### config.mk
export PLATFORM = sky130hd
export DESIGN_NAME = ret_stack_top
export DESIGN_NICKNAME = d
export VERILOG_FILES = /design/src/rtl/rstk_pkg.sv /design/src/rtl/rstk_mem.sv /design/src/rtl/rstk_ctrl.sv /design/src/rtl/rstk_irq_gate.sv /design/src/rtl/ret_stack_top.sv
export SDC_FILE = /design/constraint.sdc
export NUM_CORES = 1
export LEC_CHECK = 0
export BUFFER_PORTS_ARGS = -buffer_cell sky130_fd_sc_hd__buf_2
export CAP_MARGIN = 5
export CORE_ASPECT_RATIO = 0.75
export CORE_UTILIZATION = 35
export DETAILED_ROUTE_END_ITERATION = 10
export PLACE_DENSITY = 0.62
export SLEW_MARGIN = 20
export SYNTH_ARGS = -nofsm -noshare
export SYNTH_HDL_FRONTEND = slang
export SYNTH_HIERARCHICAL = 1
export SYNTH_SLANG_ARGS = --single-unit
### constraint.sdc
create_clock -name clk_i -period 4.4 [get_ports clk_i]
set_clock_uncertainty 0.15 [all_clocks]
set_input_delay 0.44 -clock clk_i [delete_from_list [all_inputs] [get_ports clk_i]]
set_output_delay 0.44 -clock clk_i [all_outputs]
set_load 0.02 [all_outputs]
### src/rtl/rstk_pkg.sv
package rstk_pkg;
  typedef enum logic [1:0] {
    OP_NONE = 2'd0,
    OP_PUSH = 2'd1,
    OP_POP  = 2'd2
  } rstk_op_e;
endpackage

### src/rtl/rstk_mem.sv
module rstk_mem #(
  parameter int DEPTH = 16,
  parameter int PC_W  = 16,
  localparam int PTR_W = $clog2(DEPTH)
) (
  input  logic             clk_i,
  input  logic             rst_ni,
  input  logic             we_i,
  input  logic [PTR_W-1:0] wr_idx_i,
  input  logic [PC_W-1:0]  wr_data_i,
  input  logic [PTR_W-1:0] rd_idx_i,
  output logic [PC_W-1:0]  rd_data_o
);
  logic [PC_W-1:0] slot_q [DEPTH];

  for (genvar i = 0; i < DEPTH; i++) begin : g_slot
    always_ff @(posedge clk_i or negedge rst_ni) begin
      if (!rst_ni) slot_q[i] <= '0;
      else if (we_i && (wr_idx_i == PTR_W'(i))) slot_q[i] <= wr_data_i;
    end
  end

  assign rd_data_o = slot_q[rd_idx_i];
endmodule

### src/rtl/rstk_ctrl.sv
module rstk_ctrl
  import rstk_pkg::*;
#(
  parameter int DEPTH = 16,
  localparam int PTR_W = $clog2(DEPTH),
  localparam int CNT_W = $clog2(DEPTH + 1)
) (
  input  logic             clk_i,
  input  logic             rst_ni,
  input  rstk_op_e         op_i,
  output logic [PTR_W-1:0] wr_ptr_o,
  output logic [PTR_W-1:0] rd_idx_o,
  output logic             full_o,
  output logic             empty_o
);
  localparam logic [CNT_W-1:0] CNT_MAX = CNT_W'(DEPTH);

  logic [PTR_W-1:0] wr_ptr_q;
  logic [CNT_W-1:0] cnt_q;

  always_ff @(posedge clk_i or negedge rst_ni) begin
    if (!rst_ni) begin
      wr_ptr_q <= '0;
      cnt_q    <= '0;
    end else begin
      unique case (op_i)
        OP_PUSH: begin
          wr_ptr_q <= wr_ptr_q + 1'b1;
          if (cnt_q != CNT_MAX) cnt_q <= cnt_q + 1'b1;
        end
        OP_POP: begin
          // empty pop: hold pointer and count
          if (cnt_q != '0) begin
            wr_ptr_q <= wr_ptr_q - 1'b1;
            cnt_q    <= cnt_q - 1'b1;
          end
        end
        default: ;
      endcase
    end
  end

  assign wr_ptr_o = wr_ptr_q;
  assign rd_idx_o = wr_ptr_q - 1'b1;
  assign full_o   = (cnt_q == CNT_MAX);
  assign empty_o  = (cnt_q == '0);

  AST_CNT_BOUND: assert property (@(posedge clk_i) disable iff (!rst_ni)
    cnt_q <= CNT_MAX);
  AST_FULL_PUSH_STAYS: assert property (@(posedge clk_i) disable iff (!rst_ni)
    (op_i == OP_PUSH && full_o) |=> full_o);
  AST_EMPTY_POP_HOLDS: assert property (@(posedge clk_i) disable iff (!rst_ni)
    (op_i == OP_POP && empty_o) |=> (empty_o && $stable(wr_ptr_q)));
  AST_POP_DECREMENTS: assert property (@(posedge clk_i) disable iff (!rst_ni)
    (op_i == OP_POP && !empty_o) |=> (cnt_q == $past(cnt_q) - 1'b1));
endmodule

### src/rtl/rstk_irq_gate.sv
module rstk_irq_gate (
  input  logic clk_i,
  input  logic rst_ni,
  input  logic irq_req_i,
  input  logic irq_mask_i,
  input  logic full_i,
  input  logic ret_i,
  output logic ack_o
);
  logic pend_q;

  // ack only with a free slot and no return in the same cycle
  assign ack_o = pend_q && !irq_mask_i && !full_i && !ret_i;

  always_ff @(posedge clk_i or negedge rst_ni) begin
    if (!rst_ni) pend_q <= 1'b0;
    else         pend_q <= (pend_q && !ack_o) || (irq_req_i && !irq_mask_i);
  end

  AST_NO_ACK_FULL: assert property (@(posedge clk_i) disable iff (!rst_ni)
    ack_o |-> !full_i);
  AST_NO_ACK_MASKED: assert property (@(posedge clk_i) disable iff (!rst_ni)
    ack_o |-> !irq_mask_i);
  AST_PEND_HELD_FULL: assert property (@(posedge clk_i) disable iff (!rst_ni)
    (pend_q && full_i) |=> pend_q);
  AST_ACK_CLEARS: assert property (@(posedge clk_i) disable iff (!rst_ni)
    (ack_o && !irq_req_i) |=> !ack_o);
endmodule

### src/rtl/ret_stack_top.sv
module ret_stack_top
  import rstk_pkg::*;
#(
  parameter int DEPTH = 16,
  parameter int PC_W  = 16
) (
  input  logic            clk_i,
  input  logic            rst_ni,
  input  logic            call_i,
  input  logic [PC_W-1:0] pc_i,
  input  logic            ret_i,
  input  logic            irq_req_i,
  input  logic            irq_mask_i,
  output logic            irq_ack_o,
  output logic [PC_W-1:0] ret_pc_o,
  output logic            full_o,
  output logic            empty_o
);
  localparam int PTR_W = $clog2(DEPTH);

  logic             ack;
  logic             push;
  rstk_op_e         op;
  logic [PTR_W-1:0] wr_ptr;
  logic [PTR_W-1:0] rd_idx;

  // pop wins over push
  assign push = (call_i || ack) && !ret_i;
  always_comb begin
    if (ret_i)     op = OP_POP;
    else if (push) op = OP_PUSH;
    else           op = OP_NONE;
  end

  rstk_irq_gate u_irq (
    .clk_i      (clk_i),
    .rst_ni     (rst_ni),
    .irq_req_i  (irq_req_i),
    .irq_mask_i (irq_mask_i),
    .full_i     (full_o),
    .ret_i      (ret_i),
    .ack_o      (ack)
  );

  rstk_ctrl #(.DEPTH(DEPTH)) u_ctrl (
    .clk_i    (clk_i),
    .rst_ni   (rst_ni),
    .op_i     (op),
    .wr_ptr_o (wr_ptr),
    .rd_idx_o (rd_idx),
    .full_o   (full_o),
    .empty_o  (empty_o)
  );

  rstk_mem #(.DEPTH(DEPTH), .PC_W(PC_W)) u_mem (
    .clk_i     (clk_i),
    .rst_ni    (rst_ni),
    .we_i      (op == OP_PUSH),
    .wr_idx_i  (wr_ptr),
    .wr_data_i (pc_i),
    .rd_idx_i  (rd_idx),
    .rd_data_o (ret_pc_o)
  );

  assign irq_ack_o = ack;

  AST_SAME_CYCLE_POP: assert property (@(posedge clk_i) disable iff (!rst_ni)
    (call_i && ret_i && !empty_o) |=> !full_o);
  AST_ACK_NOT_ON_RET: assert property (@(posedge clk_i) disable iff (!rst_ni)
    irq_ack_o |-> !ret_i);
endmodule

# Word level (Yosys, flattened, before mapping)
# Cells that the tools add are included.
# W data, S select, Z words.
# classes
n_lt_le_gt_ge	1
n_eq_ne	21
n_bitwise	1
reduce_logical	34
muxes	10
add_sub_neg	4
# ops
cell	n
$bmux W16 S4	1
$eq A4 B4 Y1 const B	8
$mux W16	2
$logic_and A1 B1 Y1	22
$eq A4 B3 Y1 const B	4
$mux W5	2
$pmux W5 S2	1
$eq A4 B2 Y1 const B	2
$pmux W4 S2	1
$add A5 B1 Y5 const B	1
$eq A5 B5 Y1 const B	1
$ge A5 B5 Y1 const B	1
$logic_not A5 Y1	1
$ne A5 B5 Y1 const B	1
$not A4 Y5	1
$reduce_bool A5 Y1	1
$sub A5 B1 Y5 const B	1
$add A4 B1 Y4 const B	1
$eq A4 B1 Y1 const B	1
$logic_not A1 Y1	4
$logic_not A4 Y1	1
$mux W4	1
$sub A4 B1 Y4 const B	1
$reduce_and A3 Y1	1
other kinds (9)	10
# word_totals
output_inout_bits	19
word_cells	90
reg_bits	266
inputBits	22

# Longest topological paths before layout
# depth
ltp_word	11
ltp_mapped	15
depth_no_buf	12

# Hierarchy
# The synthesis kept the hierarchy.
# modules_own_cells
mod	n_inst	seq_area_each_um2	area_each_um2	cells_per_inst
rstk_mem	1	6406.1	11458.5	711
rstk_ctrl	1	225.2	779.5	90
rstk_irq_gate	1	25.0	56.3	5
ret_stack_top	1	0.0	10.0	1

# Worst setup path after synthesis
# No wires, ideal clock.
# synth_timing
path_type	reg-to-reg
startpoint	register u_ctrl.cnt_q[3]
endpoint	register u_ctrl.cnt_q[4]
setup_slack_ns	0.955
setup_time_ns	0.069
synth_period_minus_slack_ns	3.445
path_stages_with_launch	16
path_buffers	3
arrival_time_ns	3.226
required_time_ns	4.181
path_cell_list	dfrtp_1 -> buf_2 -> nor4_1 -> and2_1 -> nor4b_2 -> o21ba_1 -> inv_1 -> ha_1 -> buf_4 -> buf_2 -> xor2_1 -> ha_1 -> inv_1 -> nor3_1 -> or4_1 -> nand3_1
# synth_between
elab_chain_len	11
elab_cells_between_ends	21
cone_classes	add/sub (2); eq/ne (6); mux (5); reduce/logical (8)
# synth_lines
element	line	rtl
start: declaration	rstk_ctrl.sv:19	logic [CNT_W-1:0] cnt_q;
start signal: assignment	rstk_ctrl.sv:29	if (cnt_q != CNT_MAX) cnt_q <= cnt_q + 1'b1;
start signal: assignment	rstk_ctrl.sv:35	cnt_q <= cnt_q - 1'b1;
$eq A5 B5 Y1 *	rstk_ctrl.sv:45	assign full_o = (cnt_q == CNT_MAX);
named net full_o	ret_stack_top.sv:16	output logic full_o,
$logic_not A1 Y1 *	rstk_irq_gate.sv:13	assign ack_o = pend_q && !irq_mask_i && !full_i && !ret_i;
$logic_and A1 B1 Y1 * (2 in series)	rstk_irq_gate.sv:13	
named net irq_ack_o	ret_stack_top.sv:14	output logic irq_ack_o,
$logic_or A1 B1 Y1 *	ret_stack_top.sv:28	assign push = (call_i || ack) && !ret_i;
$logic_and A1 B1 Y1 *	ret_stack_top.sv:28	
$mux W1 *	ret_stack_top.sv:31	else if (push) op = OP_PUSH;
$mux W2 *	ret_stack_top.sv:30	if (ret_i) op = OP_POP;
named net op[0]	ret_stack_top.sv:23	rstk_op_e op;
$eq A2 B1 Y1 / $eq A2 B2 Y1 (equally long branches)	rstk_ctrl.sv:26	unique case (op_i)
$ne A2 B2 Y1 (no line), or another cell as far along	-	
$reduce_and A3 Y1 (no line)	-	
# The timed path passes the listed nets; every way through them passes the cells marked *. The select of a mux whose other input is x is not followed.
# A chain may end at the register's enable or synchronous reset.

# Worst setup path in the final report
# layout_timing
startpoint	register u_ctrl.wr_ptr_q[0] (netlist: u_ctrl/wr_ptr_o[0])
endpoint	output port ret_pc_o[7]
# layout_between
elab_chain_len	5
# layout_lines
element	line	rtl
start: declaration	rstk_ctrl.sv:18	logic [PTR_W-1:0] wr_ptr_q;
start signal: assignment	rstk_ctrl.sv:28	wr_ptr_q <= wr_ptr_q + 1'b1;
start signal: assignment	rstk_ctrl.sv:34	wr_ptr_q <= wr_ptr_q - 1'b1;
$sub A4 B1 Y4	rstk_ctrl.sv:44	assign rd_idx_o = wr_ptr_q - 1'b1;
named net rd_idx[0]	ret_stack_top.sv:25	logic [PTR_W-1:0] rd_idx;
$not A4 Y5 (implied by the code)	rstk_mem.sv:23	assign rd_data_o = slot_q[rd_idx_i];
$bmux W16 S4	rstk_mem.sv:23	
$mux W16 (implied by the code) (2 in series)	rstk_mem.sv:23	
end: declaration	ret_stack_top.sv:15	output logic [PC_W-1:0] ret_pc_o,
# The timed path passes the listed nets, and every way through them passes these cells. The select of a mux whose other input is x is not followed.

==> impl_metrics.env <==
export IMPL_yosys_top_cells_area="dfrtp_1 54%, mux2_2 21%, mux4_2 12%, mux2_1 2.7%, a22oi_1 2.0%"
export IMPL_endpoint_kind="primary output"
export IMPL_die_h_um=164
export IMPL_synth_seq_cells=266
export IMPL_cp_max_fo=64
export IMPL_synthMuxAreaShare_pct=35.3
export IMPL_detailed_place_hpwl_um=16700
export IMPL_fin_crit_ps=3700
export IMPL_antennaDiodeCount=0
export IMPL_clockPowerShare_pct=22.2
export IMPL_synthCells=807
export IMPL_post_route_period_util_pct=84.1
export IMPL_final_nets=871
export IMPL_status="completed"
export IMPL_fmax_mhz=270
export IMPL_synth_xor_area_share_pct=0.641
export IMPL_hold_class="primary input to flip-flop"
export IMPL_wl_um=29400
export IMPL_synth_compound_area_share_pct=3.26
export IMPL_yosys_area_top_type="dfrtp_1"
export IMPL_htreeDepth=1
export IMPL_fillers=3159
export IMPL_synth_top_area_share_pct=54.1
export IMPL_synth_simple_area_share_pct=3.25
export IMPL_die_area_sq_um=35900
export IMPL_multi_input_area_sq_um=5320
export IMPL_crit_arrival_ps=3110
export IMPL_gp_congestion=0.729
export IMPL_ir_drop_v=0.000637
export IMPL_vias=6983
export IMPL_required_ps=3810
export IMPL_io_buffers=40
export IMPL_drc=0
export IMPL_grt_usage_pct=17.1
export IMPL_grt_max_degree=128
export IMPL_final_area_sq_um=14000
export IMPL_setup_tns_final_ps=0
export IMPL_yosysSeqAreaShare_pct=54.1
export IMPL_seq_power_share_pct=37.6
export IMPL_viasPerCell=5.30
export IMPL_clock_latency_ps=550
export IMPL_cts_clk_slew_worst_paths_ps=60
export IMPL_clock_sinks=266
export IMPL_setup_violations_final=0
export IMPL_coreArea_sq_um=34600
export IMPL_p_leak_nw=6.23
export IMPL_power_switching_mw=3.79
export IMPL_drt_initial_drc_count=316
export IMPL_ys_flop_type="dfrtp_1"
export IMPL_combPwrFrac_pct=40.3
export IMPL_internal_power_mw=7.12
export IMPL_async_flop_share_pct=100
export IMPL_netSwitchingFraction_pct=34.8
export IMPL_grt_pass1_vias=7401
export IMPL_postRouteAntennaNets=0
export IMPL_syn_avg_cell_area_sq_um=15.2
export IMPL_syn_to_final_growth_pct=13.9
export IMPL_syn_area_sq_um=12300
export IMPL_clk_path_buf_depth=3
export IMPL_overflow=0
export IMPL_worst_setup_path_start_kind="flip-flop"
export IMPL_worstMarginPinSlew_ps=968
export IMPL_mostFrequentLayoutCell="dfrtp_1"
export IMPL_drive_above_1_share_pct=48.8
export IMPL_top_level_ports=41
export IMPL_die_x_um=219
export IMPL_slew_headroom_pct=35.4
export IMPL_synth_edf_count=0
export IMPL_power_density_nw_per_um2=779
export IMPL_grt_first_pass_wirelength_um=46600
export IMPL_synth_adder_area_share_pct=0.610
export IMPL_final_cell_mix="266 x dfrtp_1, 227 x mux2_2, 64 x mux4_2"
export IMPL_ctsResizeCount=0
export IMPL_ys_warnings_count=6
export IMPL_ys_types=49
export IMPL_cts_root_buf="clkbuf_16"
export IMPL_drt_first_pass_iters=4
export IMPL_initial_utilization_pct=35.5
export IMPL_place_area_sq_um=13000
export IMPL_drv_slew=0
export IMPL_rsz0062_at_grt="no"
export IMPL_regArea_sq_um=6660
export IMPL_wl_per_cell_um=22.3
export IMPL_synth_top_family_by_area="multiplexers"
export IMPL_syn_nets=835
export IMPL_cts_tree="yes"
export IMPL_rows=59
export IMPL_maxCapViolCount=0
export IMPL_cts_buffers=29
export IMPL_hold_viol=0
export IMPL_antenna_found_initial=1
export IMPL_path_class="flip-flop to primary output"
[area by class of cell]
type | count | area share, %
Clock buffer | 41 | 5.93
Sequential cell | 266 | 47.5
Timing Repair Buffer | 71 | 3.48
Tap cell | 457 | 4.08
Clock inverter | 8 | 0.795
Multi-Input combinational cell | 466 | 38.0
Inverter | 9 | 0.259
[sequential cells by signal, indices dropped and copies added (netlist names)]
signal	count
u_ctrl/wr_ptr_o	4
u_mem/slot_q	256
u_ctrl/cnt_q	5
u_irq/pend_q	1
[routing by layer]
metal	part of all wire, %	global-route usage [%]	up-vias
met1	49	25.5	3743
met3	3.7	2.47	42
met4	1.8	3.97	2
met2	46	26.1	114
li1	-	-	3082
met5	0.044	0	-
[metrics by stage]
step           instances  power [mW]  setup slack [ps]  utilization, %  hold slack (ps)
6_report            1318        10.9               699            40.5              175
4_1_cts             1318        11.0               697            40.5              152
3_3_place_gp        1266        8.44               867            37.7              319
5_1_grt             1318        11.5               490            40.5              185
3_5_place_dp        1266        8.56               802            37.7              329
2_1_floorplan        807        7.15               955               -            -5.59
[cell usage after synthesis, drive strengths merged (4+ instances only)]
library cell / number
nand2: 26
nand3: 4
nand3b: 4
dfrtp: 266
mux4: 64
clkbuf: 30
ha: 6
a22oi: 32
xor2: 7
a21oi: 5
nor3: 4
buf: 36
or3: 4
nor2: 15
inv: 9
mux2: 257
[worst max-delay path, cell delays in order, from the launching register on]
cell	delay, ps
dfrtp_1	660
inv_4	70
ha_1	330
inv_2	90
buf_12	340
mux4_2	370
a22oi_1	260
nand2_1	170
buf_2	200
[what timing repair did]
| item | in CTS | in global routing |
|---|---|---|
| hold buffers | 3 | 0 |
| buffers inserted | 0 | 0 |
| hold endpoints to repair | 123 | 0 |
[power groups by stage]
stage          logic, mW  clock network, mW  registers (mW)
6_report            4.39               2.42            4.10
5_1_grt             4.72               2.58            4.24
4_1_cts             4.45               2.48            4.09
3_5_place_dp        4.43                  0            4.12
3_3_place_gp        4.36                  0            4.08
2_1_floorplan       3.26                  0            3.88
[worst paths after layout]
path                       slack [ps]               start                 to  depth (start not counted)
min                               170             pc_i[7]  u_mem/slot_q[183]                          2
max                               700  u_ctrl/wr_ptr_o[0]        ret_pc_o[7]                          8
min reg2reg                       340    u_mem/slot_q[60]   u_mem/slot_q[60]                          1
max reg2reg                       770     u_ctrl/cnt_q[2]    u_ctrl/cnt_q[4]                         13
min in group asynchronous         440              rst_ni   u_mem/slot_q[57]                          2
max in group asynchronous        2590              rst_ni  u_mem/slot_q[207]                          3
[logic make-up (layout without fill, tap and decap cells)]
family	count (synthesis)	after routing
DFF	266	266
muxes	322	322
xor gates and xnor gates	9	9
buffers and inverters	75	129
AOI/OAI and AO/OA	55	55
adders and majority gates	6	6
and+or+nand+nor	74	74
(Power assumes the default switching activity.)
